$ cat config.mk
export PLATFORM = sky130hd
export DESIGN_NAME = cms_top
export DESIGN_NICKNAME = d
export VERILOG_FILES = /design/src/rtl/cms_pkg.sv /design/src/rtl/cms_rst_sync.sv /design/src/rtl/cms_en_reg.sv /design/src/rtl/cms_combine.sv /design/src/rtl/cms_top.sv
export SDC_FILE = /design/constraint.sdc
export NUM_CORES = 1
export LEC_CHECK = 0
export ABC_AREA = 1
export BUFFER_PORTS_ARGS = -buffer_cell sky130_fd_sc_hd__buf_2
export CAP_MARGIN = 20
export CORE_AREA = 4 4 41 43
export CTS_CLUSTER_SIZE = 8
export DETAILED_ROUTE_END_ITERATION = 10
export DIE_AREA = 0 0 45 47
export GPL_TIMING_DRIVEN = 1
export MAX_ROUTING_LAYER = met4
export PLACE_DENSITY = 0.53
export SETUP_SLACK_MARGIN = 0.05
export SLEW_MARGIN = 20
export SYNTH_ARGS = -nofsm -noshare
export SYNTH_HDL_FRONTEND = slang
export SYNTH_SLANG_ARGS = --single-unit
$ cat constraint.sdc
create_clock -name clk -period 0.8 [get_ports clk]
set_input_delay 0.04 -clock clk [delete_from_list [all_inputs] [get_ports clk]]
set_output_delay 0.04 -clock clk [all_outputs]
set_load 0.01 [all_outputs]
$ cat src/rtl/cms_pkg.sv
package cms_pkg;
  localparam int unsigned NUM_SRC  = 4;
  localparam int unsigned SRC_PM   = 0;
  localparam int unsigned SRC_DM   = 1;
  localparam int unsigned SRC_BOOT = 2;
  localparam int unsigned SRC_IO   = 3;
  localparam logic [NUM_SRC-1:0] EN_RESET = 4'b1011;
  typedef logic [NUM_SRC-1:0] src_vec_t;
endpackage

$ cat src/rtl/cms_rst_sync.sv
module cms_rst_sync #(
  parameter int unsigned STAGES = 2
) (
  input  logic clk,
  input  logic rst_n,
  output logic rst_sync_n
);
  logic [STAGES-1:0] sync_q;
  logic [STAGES-1:0] sync_d;

  always_comb begin
    sync_d = {sync_q[STAGES-2:0], 1'b1};
  end

  always_ff @(posedge clk or negedge rst_n) begin
    if (!rst_n) sync_q <= '0;
    else        sync_q <= sync_d;
  end

  assign rst_sync_n = sync_q[STAGES-1];
endmodule

$ cat src/rtl/cms_en_reg.sv
module cms_en_reg
  import cms_pkg::*;
#(
  parameter src_vec_t RESET_VAL = EN_RESET
) (
  input  logic     clk,
  input  logic     rst_sync_n,
  input  logic     wr_en,
  input  src_vec_t wr_data,
  output src_vec_t en_q
);
  src_vec_t en_d;

  always_comb begin
    en_d = en_q;
    if (wr_en) en_d = wr_data;
  end

  always_ff @(posedge clk or negedge rst_sync_n) begin
    if (!rst_sync_n) en_q <= RESET_VAL;
    else if (wr_en)  en_q <= en_d;
  end
endmodule

$ cat src/rtl/cms_combine.sv
module cms_combine
  import cms_pkg::*;
(
  input  src_vec_t en,
  input  src_vec_t sel_n,
  output logic     comp_n
);
  src_vec_t hit;

  for (genvar g = 0; g < NUM_SRC; g++) begin : g_src
    assign hit[g] = en[g] & ~sel_n[g];
  end

  assign comp_n = ~(|hit);
endmodule

$ cat src/rtl/cms_top.sv
module cms_top
  import cms_pkg::*;
(
  input  logic       clk,
  input  logic       rst_n,
  input  logic       wr_en,
  input  logic [3:0] wr_data,
  input  logic [3:0] sel_n,
  output logic       comp_sel_n,
  output logic [3:0] en_rd
);
  logic     rst_sync_n;
  src_vec_t en_q;

  cms_rst_sync #(.STAGES(2)) u_rst (
    .clk(clk), .rst_n(rst_n), .rst_sync_n(rst_sync_n)
  );

  cms_en_reg #(.RESET_VAL(EN_RESET)) u_reg (
    .clk(clk), .rst_sync_n(rst_sync_n), .wr_en(wr_en),
    .wr_data(wr_data), .en_q(en_q)
  );

  cms_combine u_comb (
    .en(en_q), .sel_n(sel_n), .comp_n(comp_sel_n)
  );

  assign en_rd = en_q;

  // the first cycle out of reset holds the default mask
  assert_reset_default_R1: assert property (@(posedge clk) disable iff (!rst_n)
    (rst_sync_n && !$past(rst_sync_n)) |-> (en_q == EN_RESET));

  // a write lands on the next edge; no write means no change
  assert_write_lands_R4: assert property (@(posedge clk) disable iff (!rst_sync_n)
    wr_en |=> (en_q == $past(wr_data)));
  assert_hold_R4: assert property (@(posedge clk) disable iff (!rst_sync_n)
    !wr_en |=> $stable(en_q));

  // no enabled source, no composite select
  assert_all_off_high_R5: assert property (@(posedge clk) disable iff (!rst_sync_n)
    (en_q == '0) |-> comp_sel_n);

  // boot strobe alone is ignored when its enable is clear
  assert_boot_masked_R3: assert property (@(posedge clk) disable iff (!rst_sync_n)
    (!en_q[SRC_BOOT] && sel_n == 4'b1011) |-> comp_sel_n);

  // idle strobes never produce a composite select
  assert_idle_high_R7: assert property (@(posedge clk) disable iff (!rst_sync_n)
    (sel_n == 4'b1111) |-> comp_sel_n);
endmodule

==> reports/results.txt <==
Outcome = finished with violations
Violated checks = negative setup slack
Crit start category = flop
Post-Synthesis Cells = 30
Static Leak = 0.263 nW
Clock-pin slew on the worst setup and hold paths = 0.05 ns
CP Max Fanout = 2
GP Congestion = 0.632
DRC violations left = 0
Die Ht = 47 um
Post-DR vias/cell = 3.57
Final setup skew = 0.00594 ns
Share of cells above drive strength 1 = 49.1%
Ports = 16
Std cell rows = 13
Port bufs = 15
Total grt overflow = 0
Final slew viol count = 0
CP Class = reg2out
Mapped Area = 249 um^2
Largest net degree at the start of global routing = 9
Final setup viols = 8
Vias in the first global route = 226
Logic gate share of total power = 21.3%
Net Sw Frac = 24.7%
Crit share post-route = 134%
Yosys warns = 0
Final WS setup = -0.273 ns
Core Footprint = 1300 um^2
Nets = 69
Grt met1 use = 8.14%
Final hold slack = 0.0165 ns
Synthesis-stage register bit count = 6
Dpl hpwl = 422 um
Arr. time, crit path = 1.03 ns
Clock root cell = clkbuf_4
Initial Utilization = 19.1%
P_int = 635 uW
Upper clock frequency limit = 932 MHz
CTS tree = yes
Yosys cell types = 7
TritonRoute pass-1 iters = 1
Die area = 2120 um^2
Finished Layout Cells = 72
Tot GR Track Use = 6.91%
Met2 GRT Util = 7.91%
DIE WIDTH = 45 um
Clock share of power = 36.7%
Initial antenna violation count = 0
Worst endpoint required time = 0.76 ns
Switching power = 208 uW
Hold crit path type = in2reg
Met3 usage = 4.60%
FF/Latch Area = 154 um^2
Clk_lat worst skew = 0.25 ns
Worst vdd ir = 0.805 mV
Drt wl/cell = 8.60 um
Layout overhead on the synthesized area = 89.4%
Final core occ = 36.3%
DRT antenna net count = 0
Syn avg cell area = 8.30 um^2
Number of diodes = 0
Cell Pwr Density = 1790 nW/um^2
Multi-input logic area = 71.3 um^2
Share of total power in sequential cells = 42.0%
Tmin final = 1.07 ns
Total Power = 844 uW
Max_cap viols = 0
First-pass GRT wire length = 903 um
Fillcell total = 151
CTS H-tree depth = 1
Setup crit end kind = output port
Clk buf depth = 2
Final setup TNS = -1.10 ns
Clock sink count = 6
Vias after detailed routing = 257
Syn Nets = 41
CTS Buf Count = 3
Initial DRC count = 0
DRT Wirelength = 619 um
DP Cell Count = 60
Final hold vios = 0
Unrepaired setup endpoints after global routing = yes
GRT busiest layer = met1
Register area share after synthesis = 61.8%
routing by layer:
layer	vias up	wire, um
met4	0	6
li1	141	-
met5	-	0
met3	2	69
met2	12	253
met1	102	290
layout make-up:
| cell class | count | share of cell area, % |
|---|---|---|
| clock buffers | 4 | 5.57 |
| inverters | 8 | 6.37 |
| multi-input cells | 16 | 15.1 |
| flip-flops and latches | 6 | 32.6 |
| well taps | 15 | 3.98 |
| repair buffers | 23 | 36.3 |
Yosys cell counts (all sizes together):
library cell   n  area [um^2]
conb           1         3.75
dfrtp          3         75.1
dfstp          3         78.8
inv            8         30.0
nand2         10         37.5
nor2           1         3.75
o21ai          4         20.0
per-stage QoR:
stage,worst slack (ns),cell area [um^2]
2_1_floorplan,0.0489,249
3_3_place_gp,-0.0194,343
3_5_place_dp,-0.0242,343
4_1_cts,-0.285,450
5_1_grt,-0.331,472
6_report,-0.273,472
worst max-delay path: stages (launching register included):
cell	delay [ns]
dfstp_2	0.53
nand2_1	0.05
nand2_1	0.05
nor2_1	0.03
buf_2	0.12
power by group through the flow:
stage / Combinational (mW) / Sequential, mW / Clock [mW]
floorplan: 0.0379 / 0.368 / 0
global placement: 0.106 / 0.359 / 0
detailed placement: 0.106 / 0.361 / 0
CTS: 0.164 / 0.353 / 0.333
global route: 0.197 / 0.358 / 0.351
finish: 0.179 / 0.354 / 0.310
timing repair:
| item | in CTS | in global routing |
|---|---|---|
| buffers inserted | 3 | 1 |
| setup endpoints to repair | 6 | 8 |
| gates cloned | 0 | 0 |
| hold buffers | 4 | 0 |
| pin swaps | 1 | 2 |
| endpoints found under the hold margin | 5 | 0 |
| gates resized for setup | 3 | 5 |
worst paths after layout:
check,startpoint,endpoint,slack [ns],depth (start not counted)
max in group asynchronous,u_rst.sync_q[1],u_reg.en_q[0],0.50,0
min in group asynchronous,u_rst.sync_q[1],u_reg.en_q[2],0.06,0
max,u_reg.en_q[3],comp_sel_n,-0.27,4
min,wr_data[1],u_reg.en_q[1],0.02,3
min reg2reg,u_rst.sync_q[1],u_reg.en_q[2],0.06,0
max reg2reg,u_reg.en_q[3],u_reg.en_q[3],-0.11,4
logic make-up (layout without fill, tap and decap cells):
family / count (synthesis) / after routing / synth area share [%]
AOI/OAI and AO/OA: 4 / 4 / 8.04
and+or+nand+nor: 11 / 11 / 16.6
buffers and inverters: 8 / 35 / 12.1
other: 1 / 1 / 1.51
DFF: 6 / 6 / 61.8
state kept, by name, indices dropped and copies added, names as in the netlist:
signal / cells
u_rst.sync_q: 2
u_reg.en_q: 4
cells in the final DEF (no fill, tap or decap):
cell / instances
o21ai_2: 1
clkbuf_4: 3
dlygate4sd3_1: 4
o21ai_1: 2
clkbuf_1: 1
conb_1: 1
buf_4: 2
buf_6: 5
o21ai_0: 1
inv_2: 1
nand2_1: 9
buf_2: 12
inv_1: 7
dfstp_2: 3
dfrtp_1: 3
nand2_2: 1
nor2_1: 1
Power figures use the tool's default switching activity.
